==> config.mk <==
export PLATFORM = sky130hd
export DESIGN_NAME = rx_rts_flow
export DESIGN_NICKNAME = d
export VERILOG_FILES = /design/src/rtl/rts_pkg.sv /design/src/rtl/rts_level_cmp.sv /design/src/rtl/rts_width_timer.sv /design/src/rtl/rx_rts_flow.sv
export SDC_FILE = /design/constraint.sdc
export NUM_CORES = 1
export LEC_CHECK = 0
export BUFFER_PORTS_ARGS = -buffer_cell sky130_fd_sc_hd__buf_2
export CORE_AREA = 2 2 39 41
export CTS_BUF_LIST = sky130_fd_sc_hd__clkbuf_4
export CTS_CLUSTER_SIZE = 10
export DETAILED_ROUTE_END_ITERATION = 16
export DIE_AREA = 0 0 41 43
export PLACE_DENSITY = 0.66
export SLEW_MARGIN = 20
export SYNTH_ARGS = -nofsm -noshare
export SYNTH_HDL_FRONTEND = slang
export SYNTH_HIERARCHICAL = 1
export SYNTH_SLANG_ARGS = --single-unit
==> constraint.sdc <==
create_clock -name clk -period 3.85 [get_ports clk]
set_input_delay 1.155 -clock clk [delete_from_list [all_inputs] [get_ports clk]]
set_output_delay 1.155 -clock clk [all_outputs]
set_load 0.01 [all_outputs]
==> src/rtl/rts_pkg.sv <==
package rts_pkg;
   localparam int unsigned BASE_BITS = 5;

   function automatic logic [3:0] hold_bits(input logic [1:0] code);
      return 4'(BASE_BITS) + {2'b00, code};
   endfunction
endpackage

==> src/rtl/rts_level_cmp.sv <==
module rts_level_cmp #(
   parameter int unsigned CNT_W       = 4,
   parameter int unsigned LO_THR      = 2,
   parameter int unsigned HI_THR      = 4,
   parameter bit          READ_ADJUST = 1'b1
) (
   input  logic [CNT_W-1:0] fill_cnt,
   input  logic             host_read,
   input  logic             thr_sel,
   output logic             at_thr,
   output logic             below_thr
);
   logic [CNT_W-1:0] level;
   logic [CNT_W-1:0] thr;

   generate
      if (READ_ADJUST) begin : g_adj
         always_comb begin
            if (host_read && (fill_cnt != '0)) level = fill_cnt - CNT_W'(1);
            else                                level = fill_cnt;
         end
      end else begin : g_raw
         logic unused_rd;
         assign unused_rd = host_read;
         assign level     = fill_cnt;
      end
   endgenerate

   assign thr       = thr_sel ? CNT_W'(HI_THR) : CNT_W'(LO_THR);
   assign at_thr    = (level >= thr);
   assign below_thr = (level <  thr);
endmodule

==> src/rtl/rts_width_timer.sv <==
module rts_width_timer #(
   parameter int unsigned TMR_W = 4
) (
   input  logic             clk,
   input  logic             rst_n,
   input  logic             clr,
   input  logic             load,
   input  logic [TMR_W-1:0] load_val,
   input  logic             tick,
   output logic [TMR_W-1:0] count,
   output logic             expired
);
   always_ff @(posedge clk or negedge rst_n) begin
      if (!rst_n)                      count <= '0;
      else if (clr)                    count <= '0;
      else if (load)                   count <= load_val;
      else if (tick && (count != '0))  count <= count - TMR_W'(1);
   end

   assign expired = (count == '0);
endmodule

==> src/rtl/rx_rts_flow.sv <==
module rx_rts_flow #(
   parameter int unsigned CNT_W       = 4,
   parameter int unsigned DEPTH       = 5,
   parameter int unsigned LO_THR      = 2,
   parameter int unsigned HI_THR      = 4,
   parameter int unsigned WLEN_W      = 2,
   parameter bit          READ_ADJUST = 1'b1
) (
   input  logic              clk,
   input  logic              rst_n,
   input  logic [CNT_W-1:0]  fill_cnt,
   input  logic              start_det,
   input  logic              host_read,
   input  logic              bit_tick,
   input  logic              auto_en,
   input  logic              thr_sel,
   input  logic              man_assert,
   input  logic [WLEN_W-1:0] wlen,
   output logic              rts_n
);
   localparam int unsigned MAX_HOLD = rts_pkg::BASE_BITS + (1 << WLEN_W) - 1;
   localparam int unsigned TMR_W    = $clog2(MAX_HOLD + 1);

   if (WLEN_W != 2) begin : g_bad_wlen
      $error("rx_rts_flow: WLEN_W must be 2");
   end
   if (LO_THR == 0 || LO_THR >= HI_THR) begin : g_bad_thr
      $error("rx_rts_flow: need 0 < LO_THR < HI_THR");
   end
   if (HI_THR >= DEPTH || DEPTH >= (1 << CNT_W)) begin : g_bad_depth
      $error("rx_rts_flow: need HI_THR < DEPTH < 2**CNT_W");
   end

   logic             at_thr;
   logic             below_thr;
   logic             off_q;
   logic             stop_now;
   logic [TMR_W-1:0] tmr_cnt;
   logic             tmr_done;

   rts_level_cmp #(
      .CNT_W(CNT_W), .LO_THR(LO_THR), .HI_THR(HI_THR), .READ_ADJUST(READ_ADJUST)
   ) u_cmp (
      .fill_cnt (fill_cnt),
      .host_read(host_read),
      .thr_sel  (thr_sel),
      .at_thr   (at_thr),
      .below_thr(below_thr)
   );

   assign stop_now = auto_en && !off_q && start_det && at_thr;

   rts_width_timer #(.TMR_W(TMR_W)) u_tmr (
      .clk     (clk),
      .rst_n   (rst_n),
      .clr     (!auto_en),
      .load    (stop_now),
      .load_val(TMR_W'(rts_pkg::hold_bits(wlen))),
      .tick    (bit_tick),
      .count   (tmr_cnt),
      .expired (tmr_done)
   );

   always_ff @(posedge clk or negedge rst_n) begin
      if (!rst_n)                           off_q <= 1'b0;
      else if (!auto_en)                    off_q <= 1'b0;
      else if (stop_now)                    off_q <= 1'b1;
      else if (off_q && tmr_done && below_thr) off_q <= 1'b0;
   end

   assign rts_n = auto_en ? off_q : !man_assert;
endmodule

==> results.md <==
* Layout Utilization at 0.5190
* Area enclosed by the die boundary at roughly 1800 µm²
* Number of storage elements in the synthesis netlist at 5
* Gp weighted congestion at 0.7180
* Drt first pass iters at 4
* First-pass GRT wire length at between 2 and 2.5 mm
* Buffers plus inverters on the worst setup path at 3
* Number of endpoints failing setup at the final stage at 0
* Vias in the first global route at 542
* Post-cts sizing count at 0
* Sort of element at the end of the critical path: flip-flop
* Number of warnings issued by yosys at 6
* Placeable core area at around 1400 µm²
* Chip width at 41 µm
* Most used standard cell by instance count after synthesis: sky130_fd_sc_hd__inv_1
* Routed wire length at 1.223 mm
* Max clock buf depth at 2
* DR vias at 555
* Worst setup slack before clock tree synthesis at -0.03025 ns
* Diode count at 0
* Largest delay share family, worst path: simple AND/OR/NAND/NOR gates
* Post-Synthesis Cell Area at around 560 µm²
* Die Span Y at approximately 43 µm
* Via-to-Cell Ratio at roughly 5.4
* Fraction of registers with async set/reset at 1.000
* CTS tree: yes
* Status: completed
* Crit-path slowest cell: sky130_fd_sc_hd__or3b_4
* Clock tree root buffer cell: sky130_fd_sc_hd__clkbuf_4
* Final Hold Viols at 0
* Leading cell types by total area after synthesis: sky130_fd_sc_hd__dfrtp_1, sky130_fd_sc_hd__ha_1, sky130_fd_sc_hd__inv_1
* Tightest Hold Check Type: reg -> reg
* Peak supply drop at around 190 µV
* Maximum operating frequency at approximately 280 MHz
* Worst path setup slack after routing at roughly 0.22 ns
* Setup repair after global routing missed its margin: no
* Final Power at 247.3 µW
* Number of maximum-capacitance constraint violations at 0
* Worst hold slack at 0.5352 ns
* Clock skew at between 0.006 and 0.007 ns
* Max Slew Vio Count at 0
* Share of post-route cells with drive strength above 1 at 0.3793
* Worst relative slew slack at 0.7502
* Cell Rows at 14
* Number of input and output port buffers inserted at 14
* Sink Count at 5
* Total GRT Usage at 0.1725
* Setup Fix Bufs, Post-CTS at 0
* Post-detailed-placement half-perimeter wirelength at 1.026 mm
* Most used standard cells in the synthesized netlist: sky130_fd_sc_hd__inv_1, sky130_fd_sc_hd__ha_1, sky130_fd_sc_hd__nor2_1, sky130_fd_sc_hd__dfrtp_1, sky130_fd_sc_hd__nand2_1
* Starting density of the core at 0.4051
* Crit-path max cell delay at about 0.4 ns
* Hold buffers post-CTS at 0
* # nets final at around 110
* Instance count of the mapped netlist at between 60 and 70
* Net count after synthesis at 84
* CTS HTree Levels at 1
* Number of buffers inserted during clock tree synthesis at 3
* DR iter-0 viols at 16
* Initial antenna violation count at 0
* CP cell instances: buf_2 -> inv_1 -> ha_1 -> or3b_4 -> a31o_1 -> ha_1 -> and3_1 -> a31o_1 -> or3_1 -> and4b_1 -> buf_4 -> nor2_1 -> nand4_1 -> a31oi_1
* Final Cycle Share at 0.9437
* Fill cells at 149
* Residual antenna-violating net count after detailed routing at 0
* Top cell type by total area after synthesis: sky130_fd_sc_hd__dfrtp_1
* Seq/Total Area, Yosys at 0.2232
* Total congestion overflow at 0
* Worst Max-Slew Pin Slew at roughly 0.37 ns
* Number of enable-type register cells in the synthesized netlist at 0
* Worst EP required at 4.00 ns
* Predominant post-synthesis flop cell: sky130_fd_sc_hd__dfrtp_1
* Post-layout min period at approximately 3.6 ns
* Synthesized area per cell at slightly below 9 µm²
* # IOs at 15
* P_leak at approximately 0.00035 µW
* Largest fanout of any net on the critical path at 5
* Critical path class: in -> reg
* Detailed-route wire length per cell at 11.87 µm
* Worst-path clk slew at ~0.05 ns
* Areal power density over the cells at between 300 and 400 nW/µm²
* Synthesis-to-finish area growth at 28.12%
* Share of the synthesized area in the top cell type at 0.2232
* Pin count of the biggest net entering global routing at 8
* Distinct cell type count after synthesis at 31
* Signal arrival time at the worst endpoint at 3.78 ns
* Startpoint type of the worst setup path: input port
* Clock latency on the worst-skew pair at ~0.24 ns
* Number of design rule violations left after detail routing at 0
==> through the flow <==
stage / area [µm²] / setup TNS (ns) / instances
after floorplan: 560.5 / 0 / 64
after global placement: 690.7 / -0.01597 / 99
after detailed placement: 690.7 / -0.05342 / 99
after CTS: 718.2 / 0 / 103
after global routing: 718.2 / 0 / 103
final: 718.2 / 0 / 103
==> final timing paths <==
check	from	to	slack (ns)	cells after the start
max reg2reg	u_tmr/count[1]$_DFFE_PN0P_	u_tmr/count[0]$_DFFE_PN0P_	2.00	5
min reg2reg	off_q$_DFFE_PN0P_	off_q$_DFFE_PN0P_	0.54	1
max in group asynchronous	rst_n	u_tmr/count[3]$_DFFE_PN0P_	2.99	1
max	fill_cnt[0]	u_tmr/count[2]$_DFFE_PN0P_	0.22	14
min in group asynchronous	rst_n	u_tmr/count[2]$_DFFE_PN0P_	0.72	1
min	off_q$_DFFE_PN0P_	off_q$_DFFE_PN0P_	0.54	1
==> registers in the layout (all words and copies together) (netlist names) <==
name	count
u_tmr/count	4
off_q	1
==> cells in the final DEF, fill, tap and decap left out, drive strengths merged, types with 2 or more instances in the layout <==
cell type,netlist,layout
buf,1,20
or3b,2,2
inv,10,10
a31o,3,3
dfrtp,5,5
a21oi,3,3
nor4b,2,2
mux2i,2,2
and2b,2,2
nor2,6,6
clkbuf,0,3
nand2,4,4
nand3,2,2
ha,6,6
==> where the power goes <==
group,internal (µW),leakage (µW),switching (µW)
logic,53.9,0.000270,62.3
registers,63.5,0.0000662,7.36
clock network,37.6,0.0000177,22.6
total,155,0.000354,92.2
==> final cells by class <==
cell class	count	area (µm²)	area share
multi-input combinational	48	392.9	0.5470
sequential	5	125.1	0.1742
timing repair buffer	20	115.1	0.1603
inverter	10	37.54	0.05226
clock buffer	3	22.52	0.03136
tap	16	20.02	0.02787
clock inverter	1	5.005	0.006969
==> cell families after synthesis <==
family / Yosys count / share of synthesized area
AO/OA/AOI/OAI: 13 / 0.2143
adder cells (fa/ha/maj): 6 / 0.1339
buffers and inverters: 11 / 0.07589
flip-flops: 5 / 0.2232
multiplexers: 3 / 0.05580
AND/OR/NAND/NOR: 26 / 0.2969
==> per-layer routing <==
metal | up-vias | share of wire | GRT usage
met5 | - | 0 | 0
met3 | 2 | 0.050 | 0.04712
met4 | 0 | 0.016 | 0.1000
met2 | 20 | 0.53 | 0.2844
li1 | 279 | - | -
met1 | 254 | 0.41 | 0.1827
Note: power is estimated with default switching activity, not from simulation.
